===== src/rtl/rptloop_pkg.sv =====
package rptloop_pkg;

  typedef enum logic [1:0] {
    NEST_HOLD  = 2'd0,
    NEST_UP    = 2'd1,
    NEST_DOWN  = 2'd2,
    NEST_BLOCK = 2'd3
  } nest_op_e;

  function automatic nest_op_e pick_nest_op(input logic up, input logic down,
                                            input logic at_top, input logic at_bottom);
    logic dec;
    dec = down && !at_bottom;
    if (up && dec)         return NEST_HOLD;
    else if (dec)          return NEST_DOWN;
    else if (up && at_top) return NEST_BLOCK;
    else if (up)           return NEST_UP;
    else                   return NEST_HOLD;
  endfunction

endpackage


===== src/rtl/rpt_counter.sv =====
module rpt_counter #(
  parameter int LIT_W = 14,
  parameter int REG_W = 16
) (
  input  logic             clk,
  input  logic             rst,
  input  logic             start_lit,
  input  logic [LIT_W-1:0] lit_val,
  input  logic             start_reg,
  input  logic [REG_W-1:0] reg_val,
  input  logic             step,
  output logic             active_o,
  output logic             reissue_o
);
  localparam int CNT_W = (LIT_W > REG_W) ? LIT_W : REG_W;

  logic [CNT_W-1:0] rem_q, rem_d;
  logic             act_q, act_d;
  logic             reis_q;

  always_comb begin
    act_d = act_q;
    rem_d = rem_q;
    if (!act_q && start_lit) begin
      act_d = 1'b1;
      rem_d = CNT_W'(lit_val);
    end else if (!act_q && start_reg) begin
      act_d = 1'b1;
      rem_d = CNT_W'(reg_val);
    end else if (act_q && step) begin
      if (rem_q == '0) act_d = 1'b0;
      else             rem_d = rem_q - 1'b1;
    end
  end

  always_ff @(posedge clk) begin
    if (rst) begin
      act_q  <= 1'b0;
      rem_q  <= '0;
      reis_q <= 1'b0;
    end else begin
      act_q  <= act_d;
      rem_q  <= rem_d;
      reis_q <= act_d && (rem_d != '0);
    end
  end

  assign active_o  = act_q;
  assign reissue_o = reis_q;

  AST_REM_STEPS: assert property (@(posedge clk) disable iff (rst)
    (act_q && step && rem_q != '0) |=> (act_q && rem_q == $past(rem_q) - 1'b1));
  AST_LAST_STEP_ENDS: assert property (@(posedge clk) disable iff (rst)
    (act_q && step && rem_q == '0) |=> !act_q);
  AST_START_IGNORED: assert property (@(posedge clk) disable iff (rst)
    (act_q && (start_lit || start_reg) && !step) |=> (act_q && $stable(rem_q)));
  AST_REISSUE_NEEDS_ACTIVE: assert property (@(posedge clk) disable iff (rst)
    reis_q |-> act_q);

endmodule


===== src/rtl/loop_nest.sv =====
module loop_nest
  import rptloop_pkg::*;
#(
  parameter int LVL_W = 3
) (
  input  logic             clk,
  input  logic             rst,
  input  logic             enter,
  input  logic             leave,
  input  logic             abort,
  output logic [LVL_W-1:0] level_o,
  output logic             active_o,
  output logic             err_o
);
  localparam logic [LVL_W-1:0] MAX_LVL = {LVL_W{1'b1}};

  logic [LVL_W-1:0] lvl_q, lvl_d;
  logic             act_q, err_q;
  nest_op_e         op;

  always_comb begin
    op    = pick_nest_op(enter, leave || abort, lvl_q == MAX_LVL, lvl_q == '0);
    lvl_d = lvl_q;
    case (op)
      NEST_UP:   lvl_d = lvl_q + 1'b1;
      NEST_DOWN: lvl_d = lvl_q - 1'b1;
      default:   lvl_d = lvl_q;
    endcase
  end

  always_ff @(posedge clk) begin
    if (rst) begin
      lvl_q <= '0;
      act_q <= 1'b0;
      err_q <= 1'b0;
    end else begin
      lvl_q <= lvl_d;
      act_q <= (lvl_d != '0);
      err_q <= (op == NEST_BLOCK);
    end
  end

  assign level_o  = lvl_q;
  assign active_o = act_q;
  assign err_o    = err_q;

  AST_NO_WRAP_TOP: assert property (@(posedge clk) disable iff (rst)
    (lvl_q == MAX_LVL && enter && !leave && !abort) |=> (lvl_q == MAX_LVL && err_q));
  AST_ERR_ONLY_WHEN_FULL: assert property (@(posedge clk) disable iff (rst)
    err_q |-> $past(lvl_q) == MAX_LVL);
  AST_EXIT_DEC: assert property (@(posedge clk) disable iff (rst)
    ((leave || abort) && !enter && lvl_q != '0) |=> lvl_q == $past(lvl_q) - 1'b1);
  AST_NO_UNDERFLOW: assert property (@(posedge clk) disable iff (rst)
    (lvl_q == '0 && !enter) |=> lvl_q == '0);
  AST_ACTIVE_MATCH: assert property (@(posedge clk) disable iff (rst)
    act_q == (lvl_q != '0));

endmodule


===== src/rtl/rptloop_ctrl.sv =====
module rptloop_ctrl #(
  parameter int LIT_W = 14,
  parameter int REG_W = 16,
  parameter int LVL_W = 3
) (
  input  logic             clk,
  input  logic             rst,
  input  logic             rpt_go_lit,
  input  logic [LIT_W-1:0] rpt_lit,
  input  logic             rpt_go_reg,
  input  logic [REG_W-1:0] rpt_reg,
  input  logic             instr_done,
  input  logic             loop_enter,
  input  logic             loop_exit,
  input  logic             loop_abort,
  output logic             rpt_active,
  output logic             reissue,
  output logic             loop_active,
  output logic [LVL_W-1:0] nest_level,
  output logic             nest_err
);

  rpt_counter #(.LIT_W(LIT_W), .REG_W(REG_W)) u_rpt (
    .clk       (clk),
    .rst       (rst),
    .start_lit (rpt_go_lit),
    .lit_val   (rpt_lit),
    .start_reg (rpt_go_reg),
    .reg_val   (rpt_reg),
    .step      (instr_done),
    .active_o  (rpt_active),
    .reissue_o (reissue)
  );

  loop_nest #(.LVL_W(LVL_W)) u_nest (
    .clk      (clk),
    .rst      (rst),
    .enter    (loop_enter),
    .leave    (loop_exit),
    .abort    (loop_abort),
    .level_o  (nest_level),
    .active_o (loop_active),
    .err_o    (nest_err)
  );

  AST_IDLE_NO_REISSUE: assert property (@(posedge clk) disable iff (rst)
    (!rpt_active && !rpt_go_lit && !rpt_go_reg) |=> !reissue);

endmodule


===== config.mk =====
export PLATFORM = sky130hd
export DESIGN_NAME = rptloop_ctrl
export DESIGN_NICKNAME = d
export VERILOG_FILES = /design/src/rtl/rptloop_pkg.sv /design/src/rtl/rpt_counter.sv /design/src/rtl/loop_nest.sv /design/src/rtl/rptloop_ctrl.sv
export SDC_FILE = /design/constraint.sdc
export NUM_CORES = 1
export LEC_CHECK = 0
export ABC_AREA = 0
export CORE_ASPECT_RATIO = 0.7
export CORE_MARGIN = 2
export CORE_UTILIZATION = 44
export CTS_BUF_LIST = sky130_fd_sc_hd__clkbuf_8
export CTS_CLUSTER_SIZE = 28
export DETAILED_ROUTE_END_ITERATION = 16
export PLACE_DENSITY_LB_ADDON = 0.05
export SLEW_MARGIN = 30
export SYNTH_ARGS = -nofsm -noshare
export SYNTH_HDL_FRONTEND = slang
export SYNTH_SLANG_ARGS = --single-unit

===== constraint.sdc =====
create_clock -name clk -period 2.3 [get_ports clk]
set_input_delay 0.46 -clock clk [delete_from_list [all_inputs] [get_ports clk]]
set_output_delay 0.46 -clock clk [all_outputs]
set_load 0.01 [all_outputs]

Yosys cells after proc, flatten, opt, wreduce, memory -nomap -nowiden
Index checks and enable logic that the tools add are counted.
Widths: inputs -> output; s select.
- flip-flop bits (word level): 23
- output and inout port bits: 7
- input port bits: 38
- logic and storage cells: 40
- muxes and demuxes: 13
- reduce and logical (&&, ||, !) cells: 14
- $add $sub $neg: 3
- equality and inequality tests: 4
- operators with widths (operator ; count):
    $mux 16 ; 4
    $logic_not 16->1 ; 1
    $reduce_bool 16->1 ; 1
    $sub 16x1->16 const B ; 1
    $logic_and 1x1->1 ; 7
    $mux 2 ; 3
    $pmux 3 s2 ; 1
    $mux 1 ; 5
    $eq 2x2->1 const B ; 2
    $add 3x1->3 const B ; 1
    $eq 3x3->1 const B ; 1
    $logic_not 3->1 ; 1
    $reduce_bool 3->1 ; 1
    $sub 3x1->3 const B ; 1
    $eq 2x1->1 const B ; 1
    $logic_not 1->1 ; 2
    $logic_or 1x1->1 ; 1

Depth between registers and ports, before layout
Gate-level depths: netlist (run 1).
- depth after elaboration: 8
- gate-level depth with buffers: 12

Modules after synthesis
Synthesis (run 1) repeated with hierarchy kept, for this count alone.
- cells, all modules: 187
- area total of the unflattened synthesis: 1547.7 um^2
- by module, submodules not included (module ; area each (um^2) ; times used ; cells an instance ; sequential area each (um^2)):
    rpt_counter ; 1260.0 ; 1 ; 156 ; 360.3
    loop_nest ; 287.8 ; 1 ; 31 ; 100.1

Worst setup path after synthesis (run 1)
No wires, ideal clock.
- path kind: register to register
- start point: reg u_rpt.rem_q[0]
- end point: reg u_rpt.reis_q (netlist: u_rpt.reissue_o)
- slack: -0.124 ns
- library setup time: 0.129 ns
- cell stages (with the launch flop): 11
- data required time: 2.171 ns
- arrival: 2.295 ns
- cells stage by stage: dfxtp_1 -> inv_1 -> ha_1 -> or4b_1 -> nor4_4 -> buf_6 -> nor3_1 -> o32ai_2 -> nand4_1 -> and4b_1 -> a31oi_1
- cells in the longest elaborated chain, start to end: 7
- ends and longest elaborated chain (what ; line ; text):
    from (decl) ; rpt_counter.sv:17 ; logic [CNT_W-1:0] rem_q, rem_d;
    from (signal assigned) ; rpt_counter.sv:43 ; rem_q <= rem_d;
    $sub 16x1->16 / $logic_not 16->1 (equally long branches) ; rpt_counter.sv:32, rpt_counter.sv:31 ;
    $mux 16 ; rpt_counter.sv:31 ; if (rem_q == '0) act_d = 1'b0;
    $mux 16 ; rpt_counter.sv:30 ; end else if (act_q && step) begin
    $mux 16 ; rpt_counter.sv:27 ; end else if (!act_q && start_reg) begin
    $mux 16 ; rpt_counter.sv:24 ; if (!act_q && start_lit) begin
    $reduce_bool 16->1 ; rpt_counter.sv:44 ; reis_q <= act_d && (rem_d != '0);
    $logic_and 1x1->1 (*) ; rpt_counter.sv:44 ;
    to (signal assigned) ; rpt_counter.sv:44 ;
    to (decl) ; rpt_counter.sv:19 ; logic reis_q;
Mark *: on every way between the ends. The rest lies on a longest branch, timed or not.
A chain may end at the register's enable or synchronous reset.

Worst setup path after layout (run 1)
Ends and elaborated chain as after synthesis.

==> metrics, run 1 <==
peak supply drop 352 uV; Final Non-Filler Cells 356; CP Max Fanout 6; Ant. Diodes 0; placed instance count 339; Req. time, crit path 2.46 ns; Worst Max-Slew Pin Slew 0.607 ns; failing checks setup timing; Worst Skew 0.00200 ns; NumNets Final 350; initial antenna violation count 0; Routed WL 5850 um; Slew Limit Fails 0; commonest cells after routing, fill and taps aside buf_4 (68), clkdlybuf4s50_1 (41), nor2_1 (40); xor/xnor share of the synthesized area 5.57%; switching pwr 662 uW; Comb pwr share 56.6%; hpwl dp 4260 um; post-synthesis sequential area ratio 29.3%; post-synthesis compound-gate area fraction 21.1%; power per cell area 651 mW/mm2; largest family of logic cells by synthesized area simple AND/OR/NAND/NOR gates; post-synthesis adder-cell area fraction 4.46%; H-tree Lvls 1; YS warnings 0; Syn Area/Cell 8.11 um2; Clock Pin Slew Worst Setup and Hold Paths 0.09 ns; Yosys cell types 51; clock buffer depth 2; Fmax 0.392 GHz; area of the die 0.00408 mm2; GRT Util Overall 28.5%; Design Area, Final 0.00276 mm2; Place WS -0.442 ns; CP Cell Sequence inv_2 > ha_4 > or4b_4 > nor4_4 > buf_12 > buf_4 > buf_4 > nor3_1 > mux2_2 > nand4_1 > and4b_1 > a31oi_1; Initial Util 45.3%; Seq cells post-synth 23; Core Rows 18; asr flop ratio synth 0%; CP arrival 2.71 ns; number of I/O port buffers 44; RD Place Congestion 0.990; critical path capture point type flip-flop; mux cell area share after synthesis 1.35%; Int Pwr 1.14 mW; residual DRC count 0; Die Wd 75.5 um; clock root buffer master clkbuf_8; clock share of power 14.7%; status complete, but fails checks; Die H 54.0 um; Final WS setup -0.249 ns; CP dominant cell by count buf_4; max capacitance violation total 0; main flop type after synthesis dfxtp_1; largest net degree at the start of global routing 23; Crit Path Class reg -> reg; Ports 45; CTS Buf Count 3; Final Setup Violations 5; sequential share of power 28.6%; Final min period 2.55 ns; total grt overflow 0; Crit-path slowest cell or4b_4; Num Clock Sinks 23; hold slack 0.651 ns; Syn Nets 237; layout cells sized above 1 39.9%; total power 1.80 mW; switching share of power 36.8%; Worst path max stage delay 0.49 ns; TritonCTS clock tree done; leading cell type in the layout, fill and taps excluded buf_4; clock latency at the later pin of the worst-skew pair 0.27 ns; fillers 248; final clock period utilization by the worst path 111%; Cells after Synth 194; vias in the first global route 1,837; Post-DRT Antenna Nets 0; drt first pass iters 5; LEAKAGE 1.19 nW; routed len/inst 16.4 um; Post-Syn Area 0.00157 mm2; unrepaired setup endpoints after global routing yes; Min-Delay Path Class reg -> reg; synth-to-layout area growth 75.7%; global-route wire length before repair 8530 um; via count 1,974; final hold violations 0; Post-synth EDFFs 0; Post-Synth Simple-Gate Area 32.2%; routed vias/inst 5.54; startpoint types flip-flop; headroom to the max-slew limit 59.4%; Area after DPL 0.00249 mm2; initial DRC count 183; Core Box Area 0.00347 mm2
## layout make-up
class | instances | area [um2] | share of cell area, %
Multi-Input combinational cell | 154 | 1150 | 41.5
Timing Repair Buffer | 116 | 1010 | 36.5
Sequential cell | 23 | 465 | 16.8
Tap cell | 50 | 62.6 | 2.26
Clock buffer | 3 | 41.3 | 1.49
Inverter | 9 | 33.8 | 1.22
Clock inverter | 1 | 5.00 | 0.181
## worst max-delay path: cells and delay by family, from the launching register on
kind / cells / cell delay [ns]
AND/OR/NAND/NOR: 5 / 1.20
buffers and inverters: 4 / 0.47
flip-flops: 1 / 0.33
multiplexers: 1 / 0.24
adder cells (fa/ha/maj): 1 / 0.13
AO/OA/AOI/OAI: 1 / 0.07
## power by group through the flow
stage                     clock network [mW]  registers [mW]  logic (mW)
final                                  0.265           0.515        1.02
after global routing                   0.290           0.522        1.09
after CTS                              0.271           0.507       0.895
after detailed placement                   0           0.515       0.855
after global placement                     0           0.508       0.829
after floorplan                            0           0.537       0.389
## through the flow
step | setup TNS [ns] | util, %
floorplan | 0 | -
global placement | -2.02 | 71.7
detailed placement | -2.87 | 71.7
CTS | -0.281 | 74.5
global route | -1.07 | 79.7
finish | -0.468 | 79.7
## cells in the mapped netlist, drive strengths merged (2+ instances only)
cell type | number | area share (%)
xnor2 | 5 | 2.8
nor2 | 42 | 10
nor2b | 2 | 0.80
nor3 | 10 | 3.2
o22ai | 2 | 0.80
o31ai | 2 | 0.95
o22a | 4 | 2.3
and4 | 2 | 1.1
nand2 | 9 | 2.1
xor2 | 5 | 2.8
or4 | 3 | 1.9
a31oi | 2 | 0.80
ha | 4 | 3.2
nand4 | 3 | 1.2
or2 | 3 | 1.2
clkbuf | 6 | 2.7
inv | 9 | 2.1
o32ai | 3 | 2.1
o21a | 5 | 2.4
nor4 | 9 | 4.5
a311oi | 2 | 1.9
dfxtp | 23 | 29
nand2b | 2 | 0.80
a22oi | 10 | 4.8
a21oi | 6 | 1.9
buf | 2 | 1.2
or3 | 3 | 1.4
## what timing repair did
item / 4_1_cts / 5_1_grt
hold buffers: 0 / 0
pin swaps: 4 / 15
setup buffers: 3 / 11
endpoints found under the setup margin: 4 / 11
cloned: 0 / 0
gates resized for setup: 12 / 32
## state kept, by name, summed over array words and instances (netlist names)
register	cells
u_nest.active_o	1
u_nest.err_o	1
u_nest.level_o	3
u_rpt.active_o	1
u_rpt.reissue_o	1
u_rpt.rem_q	16
## logic make-up after synthesis
family	count (synthesis)
fa+ha+maj	5
mux	2
flops	23
compound gates	42
buf+inv	17
simple gates	95
xor+xnor	10
## final timing paths
path                                start                            to  slack (ns)  depth (start not counted)
min reg2reg  u_nest.level_o[2]$_SDFF_PP0_  u_nest.level_o[2]$_SDFF_PP0_        0.65                          2
max reg2reg     u_rpt.rem_q[0]$_SDFF_PP0_    u_rpt.reissue_o$_SDFF_PP0_       -0.25                         12
max             u_rpt.rem_q[0]$_SDFF_PP0_    u_rpt.reissue_o$_SDFF_PP0_       -0.25                         12
min          u_nest.level_o[2]$_SDFF_PP0_  u_nest.level_o[2]$_SDFF_PP0_        0.65                          2
## layer usage
metal	global-route usage [%]	part of all wire, %	vias up
li1	-	-	931
met1	35.9	43	918
met2	49.9	46	107
met3	6.37	8.6	18
met4	6.14	2.2	0
met5	0	0	-
(Power assumes the default switching activity.)
==> run 2, diff against run 1 <==
--- a/config.mk
+++ b/config.mk
@@ -8,10 +8,11 @@
 export ABC_AREA = 0
 export CORE_ASPECT_RATIO = 0.7
 export CORE_MARGIN = 2
-export CORE_UTILIZATION = 44
+export CORE_UTILIZATION = 38
 export CTS_BUF_LIST = sky130_fd_sc_hd__clkbuf_8
 export CTS_CLUSTER_SIZE = 28
 export DETAILED_ROUTE_END_ITERATION = 16
+export GPL_TIMING_DRIVEN = 0
 export PLACE_DENSITY_LB_ADDON = 0.05
 export SLEW_MARGIN = 30
 export SYNTH_ARGS = -nofsm -noshare
==> run 2 against run 1 <==
Compared with the run above: the run still ends with setup timing left; clock skew about the same; flip-flop and latch count stayed put; worst hold slack worse by 0.010 ns; combinational power shrank 25%; routed wire length is 13% lower.
==> metrics, run 2 (synthesis gave the netlist of run 1 again) <==
Post-DRT Antenna Nets 0; final hold violations 0; initial DRC count 146; Routed WL 5060 um; headroom to the max-slew limit 53.8%; startpoint types primary input; commonest cells after routing, fill and taps aside nor2_1 (41), clkdlybuf4s50_1 (41), dfxtp_1 (19); critical path capture point type flip-flop; Place WS -0.808 ns; peak supply drop 439 uV; Top Metal Used met4; Final Setup Violations 1; largest net degree at the start of global routing 14; Final Non-Filler Cells 310; global-route wire length before repair 7960 um; Num Clock Sinks 23; Worst Skew 0.00212 ns; Clock Pin Slew Worst Setup and Hold Paths 0.08 ns; number of I/O port buffers 44; TritonCTS clock tree done; final clock period utilization by the worst path 110%; CTS Buf Count 3; Crit Path Class in -> reg; largest reg by FF count u_rpt.rem_q; layout cells sized above 1 25.2%; synth-to-layout area growth 51.9%; CP Max Fanout 5; Ant. Diodes 0; max reg flops 16; Die H 57.8 um; LEAKAGE 0.918 nW; Core Box Area 0.00395 mm2; NumNets Final 302; clock root buffer master clkbuf_8; status complete, but fails checks; via count 1,719; hpwl dp 3690 um; drt first pass iters 4; unrepaired setup endpoints after global routing yes; Slew Limit Fails 0; Die Wd 80.9 um; power per cell area 656 mW/mm2; routed len/inst 16.3 um; residual DRC count 0; failing checks setup timing; vias in the first global route 1,644; Initial Util 39.9%; wire length on met1 2330 um; clock buffer depth 2; Final min period 2.53 ns; total grt overflow 0; max capacitance violation total 0; Worst Max-Slew Pin Slew 0.691 ns; Ports 45; Hold Buf Count CTS 0; RD Place Congestion 0.893; Core Rows 19; hold slack 0.641 ns; H-tree Lvls 1; met2 WL 2220 um; CP arrival 2.67 ns; area of the die 0.00468 mm2; Min-Delay Path Class reg -> reg; Final WS setup -0.225 ns; placed instance count 290; clock latency at the later pin of the worst-skew pair 0.27 ns; Req. time, crit path 2.44 ns; GRT Util Overall 22.0%; WL met3 469 um; initial antenna violation count 0; Fmax 0.396 GHz; routed vias/inst 5.55
[run 2: cell type report]
cell class	count	area, um2
Multi-Input combinational cell	154	1150
Clock buffer	3	41.3
Timing Repair Buffer	60	563
Inverter	9	36.3
Sequential cell	23	470
Clock inverter	1	5.00
Fill cell	346	1560
Tap cell	52	65.1
Buffer	8	61.3
[run 2: metal layers]
metal | up-vias | track usage (%)
li1 | 836 | -
met1 | 793 | 32.4
met2 | 85 | 34.5
met3 | 5 | 3.43
met4 | 0 | 4.36
met5 | - | 0
[run 2: path summary, 6_finish.rpt]
| kind | depth (start not counted) | slack, ns | from | endpoint |
|---|---|---|---|---|
| min | 2 | 0.64 | u_rpt.rem_q[3]$_SDFF_PP0_ | u_rpt.rem_q[3]$_SDFF_PP0_ |
| max | 8 | -0.23 | instr_done | u_rpt.reissue_o$_SDFF_PP0_ |
| min reg2reg | 2 | 0.64 | u_rpt.rem_q[3]$_SDFF_PP0_ | u_rpt.rem_q[3]$_SDFF_PP0_ |
| max reg2reg | 8 | -0.22 | u_rpt.rem_q[6]$_SDFF_PP0_ | u_rpt.reissue_o$_SDFF_PP0_ |
[run 2: through the flow]
stage | cell area, um2 | total power, mW | setup TNS (ns) | util (%)
final | 2390 | 1.57 | -0.225 | 60.6
after global routing | 2390 | 1.66 | -0.365 | 60.6
after CTS | 2290 | 1.49 | -0.252 | 58.0
after detailed placement | 2080 | 1.17 | -3.63 | 52.8
after global placement | 2080 | 1.14 | -2.56 | 52.8
after floorplan | 1580 | 0.926 | 0 | -
[run 2: critical path, stage by stage]
cell and delay [ns]:
clkdlybuf4s50_1 0.58, nand3_1 0.19, or2_1 0.32, nor4_1 0.32, xnor2_1 0.17, nor2_1 0.08
nor4_2 0.38, a31oi_1 0.15
[run 2: where the power goes]
group	total (mW)	leakage, nW	internal, mW	switching [mW]
Sequential	0.539	0.192	0.460	0.0793
Combinational	0.768	0.700	0.399	0.369
Clock	0.260	0.0255	0.121	0.139
[run 2: what timing repair did]
action | 4_1_cts | 5_1_grt
setup buffers | 11 | 5
resized for setup | 25 | 14
pin swaps | 15 | 13
endpoints found under the setup margin | 4 | 8
hold endpoints to repair | 0 | 0
